===== src/rtl/bscan_bidir_cell.sv =====
module bscan_bidir_cell (
  input  logic tck,
  input  logic trst_n,
  input  logic dr_clk_en,
  input  logic dr_shift,
  input  logic dr_update,
  input  logic ir_extest,
  input  logic ir_sample,
  input  logic scan_in,
  output logic scan_out,
  input  logic port_dir,
  input  logic port_out,
  input  logic pull_dis,
  input  logic ckout_en,
  input  logic ckout_src,
  input  logic pad_in,
  output logic pad_oe,
  output logic pad_do,
  output logic pad_pue,
  output logic core_in
);

  logic oc_q, od_q;
  logic oc_upd, od_upd;
  logic ck_block, ck_drive;

  always_ff @(posedge tck or negedge trst_n) begin
    if (!trst_n) begin
      oc_q <= 1'b0;
      od_q <= 1'b0;
    end else if (dr_clk_en) begin
      oc_q <= dr_shift ? scan_in : port_dir;
      od_q <= dr_shift ? oc_q    : pad_in;
    end
  end

  always_ff @(posedge tck or negedge trst_n) begin
    if (!trst_n) begin
      oc_upd <= 1'b0;
      od_upd <= 1'b0;
    end else if (dr_update) begin
      oc_upd <= oc_q;
      od_upd <= od_q;
    end
  end

  assign scan_out = od_q;
  assign ck_block = ir_extest | ir_sample;
  assign ck_drive = ckout_en & ~ck_block;

  assign pad_oe  = ir_extest ? oc_upd : (ck_drive | port_dir);
  assign pad_do  = ir_extest ? od_upd : (ck_drive ? ckout_src : port_out);
  assign pad_pue = ~pull_dis & ~port_dir & port_out & ~ir_extest;
  assign core_in = pad_in;

  a_r2_shift_oc: assert property (@(posedge tck) disable iff (!trst_n)
    (dr_clk_en && dr_shift) |=> (oc_q == $past(scan_in)));
  a_r2_shift_out: assert property (@(posedge tck) disable iff (!trst_n)
    (dr_clk_en && dr_shift) |=> (scan_out == $past(oc_q)));
  a_r3_capture_pad: assert property (@(posedge tck) disable iff (!trst_n)
    (dr_clk_en && !dr_shift) |=> (scan_out == $past(pad_in)));
  a_r4_update_hold: assert property (@(posedge tck) disable iff (!trst_n)
    !dr_update |=> ($stable(oc_upd) && $stable(od_upd)));
  a_r11_scan_hold: assert property (@(posedge tck) disable iff (!trst_n)
    !dr_clk_en |=> ($stable(oc_q) && $stable(scan_out)));
  a_r8_no_ckout_sample: assert property (@(posedge tck) disable iff (!trst_n)
    (ir_sample && !ir_extest) |-> (pad_oe == port_dir && pad_do == port_out));
  a_r9_pue_extest: assert property (@(posedge tck) disable iff (!trst_n)
    ir_extest |-> !pad_pue);
  a_r10_core_in: assert property (@(posedge tck) disable iff (!trst_n)
    core_in == pad_in);

endmodule


===== config.mk =====
export PLATFORM = sky130hd
export DESIGN_NAME = bscan_bidir_cell
export DESIGN_NICKNAME = d
export VERILOG_FILES = /design/src/rtl/bscan_bidir_cell.sv
export SDC_FILE = /design/constraint.sdc
export NUM_CORES = 1
export LEC_CHECK = 0
export CELL_PAD_IN_SITES_DETAIL_PLACEMENT = 0
export CELL_PAD_IN_SITES_GLOBAL_PLACEMENT = 1
export CORE_AREA = 4 4 41 43
export DETAILED_ROUTE_END_ITERATION = 12
export DIE_AREA = 0 0 45 47
export GPL_TIMING_DRIVEN = 0
export PLACE_DENSITY_LB_ADDON = 0.1
export SYNTH_ARGS = -nofsm -noshare
export SYNTH_HDL_FRONTEND = slang
export SYNTH_SLANG_ARGS = --single-unit

===== constraint.sdc =====
create_clock -name tck -period 1.2 [get_ports tck]
set_clock_uncertainty 0.15 [all_clocks]
set_input_delay 0.12 -clock tck [delete_from_list [all_inputs] [get_ports tck]]
set_output_delay 0.12 -clock tck [all_outputs]
set_load 0.1 [all_outputs]

==> flow_summary.json, run 1 <==
{
  "status": "finished with violations",
  "violations": "negative setup slack",
  "ff2ff_path_depth": 1,
  "n_antenna_cell": 0,
  "synth-seq-cells": 4,
  "synth_area_leader_cell": "dfrtp_1",
  "clkLatencyLatePin_ps": 240,
  "grt_overflow": 0,
  "rsz0062_at_grt": "true",
  "drv_cap": 0,
  "worstSetupStartpointType": "flop",
  "synth-seq-area-share_pct": 44.44,
  "layout_setup_ws_ps": -310.5,
  "hold_depth": 3,
  "worstMarginPinSlew_ps": 253.7,
  "synth_cell_types": 13,
  "port_buffers": 18,
  "place_area_um2": 465.4,
  "drive_above_1_share_pct": 34.09,
  "fp.dieW_um": 45,
  "finalHoldViolations": 0,
  "cts_setup_buffers": 0,
  "die_h_um": 47,
  "place.gp.congestion": 0.5838,
  "clkTransAtPathRegs_ps": 40,
  "cts_num_sinks": 4,
  "fmax_ghz": 0.6620,
  "min_period_ps": 1511,
  "vias": 253,
  "avgSynthCellArea_um2": 10.72,
  "ir_drop_uv": 589.2,
  "clock_tree.root_cell": "clkbuf_4",
  "syn_nets": 35,
  "rows": 13,
  "grt_pass1_vias": 256,
  "critPathKind": "flop to output pin",
  "crit_chain": "and2_1 -> a311o_2 -> buf_12",
  "io_pins": 19,
  "stdcell_count": 59,
  "final_util_pct": 41.35,
  "yosys_warnings": 0,
  "drt_wl_total_um": 708,
  "grtUsageTotal_pct": 7.381,
  "slew_headroom_pct": 82.86,
  "crit_fanout": 2,
  "grt_pass1_wl_um": 1069,
  "fin_tns_setup_ps": -418.8,
  "fp.coreArea_um2": 1301,
  "first_pass_iters": 2,
  "cts_tree": "built",
  "dp_hpwl_um": 599,
  "p_leak_nw": 0.2384,
  "final_common_cell": "clkdlybuf4s50_1",
  "area_growth_pct": 138.9,
  "pre_cts_ws_ps": -1340,
  "max_stage_delay_ps": 360,
  "drc": 0,
  "antenna_found_initial": 0,
  "finalSetupViolations": 3,
  "synthCells": 21,
  "final_nets": 59,
  "synth_top_area_share_pct": 44.44,
  "synthTopCellsByArea": "dfrtp_1, mux2_1, mux2i_1, nor2_1, a21oi_1",
  "cts_made_buffers": 3,
  "hold_path.class": "input pin to flop",
  "cts_max_level": 1,
  "cp-end-kind": "output pin",
  "fin_crit_sh_pct": 125.9,
  "grt_start_max_net_pins": 6,
  "crit_required_ps": 930,
  "netlist_area_um2": 225.2,
  "start_util_pct": 17.31,
  "cts_buffer_depth": 2,
  "final_area_um2": 538.0,
  "dieArea_um2": 2115,
  "ant_nets": 0,
  "routedWlPerCell_um": 12.00,
  "dp_cells": 54,
  "maxSlewViolCount": 0,
  "viasPerCell": 4.288,
  "final_cell_mix": "clkdlybuf4s50_1, dlygate4sd2_1",
  "critical-path-slowest-cell": "dfrtp_1",
  "power_density_nw_per_um2": 1219,
  "worstPathArrival_ps": 1240,
  "drt_iter0_drc": 1
}
[logic make-up (layout without fill, tap and decap cells)]
group / count (synthesis) / after routing / synth area share (%)
flops: 4 / 4 / 44.45
buf+inv: 2 / 25 / 5.000
compound gates: 4 / 4 / 12.78
mux: 4 / 4 / 18.89
simple gates: 7 / 7 / 18.89
[through the flow]
| stage | total power, mW | hold WS [ps] |
|---|---|---|
| 2_1_floorplan | 0.3447 | -325.6 |
| 3_3_place_gp | 0.4348 | 180.1 |
| 3_5_place_dp | 0.4381 | 186.7 |
| 4_1_cts | 0.6616 | 301.1 |
| 5_1_grt | 0.6917 | 321.7 |
| 6_report | 0.6558 | 291.0 |
[final cells by class]
class	instances	area, um^2
buffer	1	7.507
clock buffer	4	26.28
fill	138	763.2
inverter	1	3.754
multi-input combinational	15	158.9
sequential	4	103.9
tap	15	18.77
timing repair buffer	19	219.0
[path summary, 6_finish.rpt]
kind                                      start                   end  slack (ps)
max                          od_upd$_DFFE_PN0P_                pad_do        -310
min in group asynchronous                trst_n  scan_out$_DFFE_PN0P_         480
max reg2reg                scan_out$_DFFE_PN0P_    od_upd$_DFFE_PN0P_         180
min                                    port_dir      oc_q$_DFFE_PN0P_         290
min reg2reg                  od_upd$_DFFE_PN0P_    od_upd$_DFFE_PN0P_         350
max in group asynchronous                trst_n  scan_out$_DFFE_PN0P_         240
[synthesized netlist by cell type]
library cell / count
mux2i_1: 2
a21oi_1: 2
nor2_1: 3
nor4bb_1: 1
buf_4: 1
nor4b_1: 1
inv_1: 1
mux2_1: 2
and2_0: 1
nand2b_1: 1
a311o_1: 1
a2bb2oi_1: 1
dfrtp_1: 4
[flip-flops by register name (all words and copies together) (netlist names)]
register and cells:
oc_q 1, od_upd 1, scan_out 1, oc_upd 1
[where the power goes]
part	switching, mW	total (mW)	internal [mW]
registers	0.0169	0.174	0.157
logic	0.165	0.298	0.133
clock network	0.0589	0.184	0.125
total	0.241	0.656	0.415
[per-layer routing]
metal  vias up  GRT usage [%]  routed length [um]
li1        123              -                   -
met1       120          7.834                 266
met2        10          12.43                 409
met3         0          4.598                  33
met4         0          1.754                   0
met5         -              0                   0
[timing repair]
item                       4_1_cts  5_1_grt
hold endpoints to repair         4        0
hold buffers                     1        0
setup endpoints to repair        5        4
gates resized for setup         47        3
pin swaps                        2        0
[critical path, delay by kind of cell, from the launching register on]
kind            cells  cell delay [ps]
simple gates        1              140
compound gates      1              330
flops               1              360
buf+inv             1              170
No activity file was read; power rests on OpenSTA's default activity.
==> inputs of run 2 (changes only) <==
CELL_PAD_IN_SITES_DETAIL_PLACEMENT = unset   (was 0)
CELL_PAD_IN_SITES_GLOBAL_PLACEMENT = unset   (was 1)
==> run 2 against run 1 <==
The flow still finishes with violations (negative setup slack). Sequential power is essentially flat. Via count grew 3.6%. Flip-flop and latch count is the same. Combinational power grew 6%. Non-clock buffer count grew 2. Wire length grew 2.4%. Critical path type is now input pin to output pin. Largest power group unchanged. Cell count grew 3.4%. Sequential share of layout area shrank 0.86 points. Clock power is essentially flat. Die area is the same. First-iteration DRC count is the same. Register-to-register slack lost 120 ps.
==> flow_summary.json, run 2 (synthesized netlist as in run 1, its figures left out) <==
{
  "grt_pass1_vias": 296,
  "min_period_ps": 1532,
  "hold_end": "oc_q$_DFFE_PN0P_",
  "hold_depth": 3,
  "fin_crit_sh_pct": 127.7,
  "startpoint": "ckout_src",
  "final_area_um2": 563.0,
  "switching_power_mw": 0.2433,
  "switching_share_pct": 36.26,
  "dieArea_um2": 2115,
  "crit_family": "buffers and inverters",
  "path_buf_inv": 2,
  "final_cell_mix": "clkdlybuf4s50_1, dlygate4sd2_1",
  "clock_tree.root_cell": "clkbuf_4",
  "grt_pass1_wl_um": 1207,
  "critical-path-slowest-cell": "clkdlybuf4s50_1",
  "r2r_end": "od_upd$_DFFE_PN0P_",
  "place_area_um2": 465.4,
  "n_antenna_cell": 0,
  "clockPowerShare_pct": 27.4,
  "worstMarginPinSlew_ps": 222.5,
  "io_pins": 19,
  "crit_fanout": 1,
  "place.gp.congestion": 0.6279,
  "start_util_pct": 17.31,
  "clkLatencyLatePin_ps": 240,
  "rrSetupSlack_ps": 60,
  "worstPathArrival_ps": 1260,
  "first_pass_iters": 2,
  "power_density_nw_per_um2": 1192,
  "area_growth_pct": 150.0,
  "fillers": 128,
  "rsz0062_at_grt": "true",
  "cts_buffer_depth": 2,
  "slew_headroom_pct": 84.96,
  "ant_nets": 0,
  "cts_tree": "built",
  "drive_above_1_share_pct": 39.13,
  "intPower_mw": 0.4277,
  "vias": 262,
  "drc": 0,
  "finalHoldViolations": 0,
  "fp.coreArea_um2": 1301,
  "final_nets": 61,
  "port_buffers": 18,
  "viasPerCell": 4.295,
  "cts_max_level": 1,
  "violations": "negative setup slack",
  "p_leak_nw": 0.2624,
  "crit_required_ps": 930,
  "whs_ps": 277.5,
  "drt_wl_total_um": 725,
  "final_util_pct": 43.27,
  "hold_path.startpoint": "port_dir",
  "fmax_ghz": 0.6528,
  "fp.dieW_um": 45,
  "routedWlPerCell_um": 11.89,
  "maxSlewViolCount": 0,
  "cts_made_buffers": 3,
  "worstSetupStartpointType": "input pin",
  "drv_cap": 0,
  "ir_drop_uv": 813.8,
  "cts_num_sinks": 4,
  "power.total_mw": 0.6710,
  "clkTransAtPathRegs_ps": 40,
  "p_comb_share_pct": 46.9,
  "drt_iter0_drc": 1,
  "crit_chain": "clkdlybuf4s50_1 -> nor4bb_2 -> a311o_2 -> buf_12",
  "grt_start_max_net_pins": 6,
  "final_common_cell": "clkdlybuf4s50_1",
  "p_seq_share_pct": 25.7,
  "grt_overflow": 0,
  "antenna_found_initial": 0,
  "max_stage_delay_ps": 410,
  "rows": 13,
  "critPathKind": "input pin to output pin",
  "ff2ff_path_depth": 2,
  "cp-end-kind": "output pin",
  "finalSetupViolations": 3,
  "hold_path.class": "input pin to flop",
  "r2r_start": "scan_out$_DFFE_PN0P_",
  "layout_setup_ws_ps": -331.8,
  "die_h_um": 47,
  "grtUsageTotal_pct": 8.485,
  "status": "finished with violations",
  "dp_hpwl_um": 590.5
}
-- run 2: what timing repair did --
item,in CTS,in global routing
endpoints found under the hold margin,4,0
setup buffers,1,1
resized for setup,45,5
hold buffers,1,0
pin swaps,1,1
cloned,0,0
setup endpoints to repair,5,4
-- run 2: per-stage QoR --
| stage | std cells | setup WS, ps | setup TNS, ps |
|---|---|---|---|
| global placement | 54 | -1283 | -5128 |
| detailed placement | 54 | -1306 | -5214 |
| finish | 61 | -331.8 | -435.1 |
| global route | 61 | -370.3 | -552.2 |
| floorplan | 21 | -278.6 | -351.0 |
| CTS | 60 | -320.2 | -525.7 |
-- run 2: how the worst max path moves through the flow --
stage / endpoint / slack (ps) / cells past startpoint
global route: pad_do / -370 / 3
CTS: pad_do / -320 / 3
detailed placement: pad_do / -1310 / 4
floorplan: pad_pue / -280 / 1
global placement: pad_do / -1280 / 4
finish: pad_do / -330 / 4
-- run 2: metal layers --
layer | track usage, % | part of all wire [%] | wire [um] | vias up
met5 | 0 | 0 | 0 | -
met4 | 0 | 0 | 0 | 0
met3 | 6.897 | 7.3 | 53 | 0
met2 | 15.54 | 59 | 426 | 9
met1 | 7.816 | 34 | 245 | 126
li1 | - | - | - | 127
-- run 2: power groups by stage --
stage | Sequential, mW | Clock (mW) | Combinational (mW)
3_3_place_gp | 0.175 | 0 | 0.261
4_1_cts | 0.173 | 0.191 | 0.300
3_5_place_dp | 0.174 | 0 | 0.263
6_report | 0.173 | 0.184 | 0.315
2_1_floorplan | 0.201 | 0 | 0.144
5_1_grt | 0.176 | 0.205 | 0.327
-- run 2: worst reg2reg max path, cell delays in order (launching register included) --
cell and delay (ps):
dfrtp_4 480, buf_4 140, mux2_4 240
-- run 2: layout make-up --
cell class                 instances  area [um^2]  share of cell area (%)
buffer                             1        7.507                   1.333
clock buffer                       4        26.28                   4.667
inverter                           1        3.754                  0.6667
multi-input combinational         15        165.2                   29.33
sequential                         4        103.9                   18.44
tap                               15        18.77                   3.333
timing repair buffer              21        237.7                   42.22
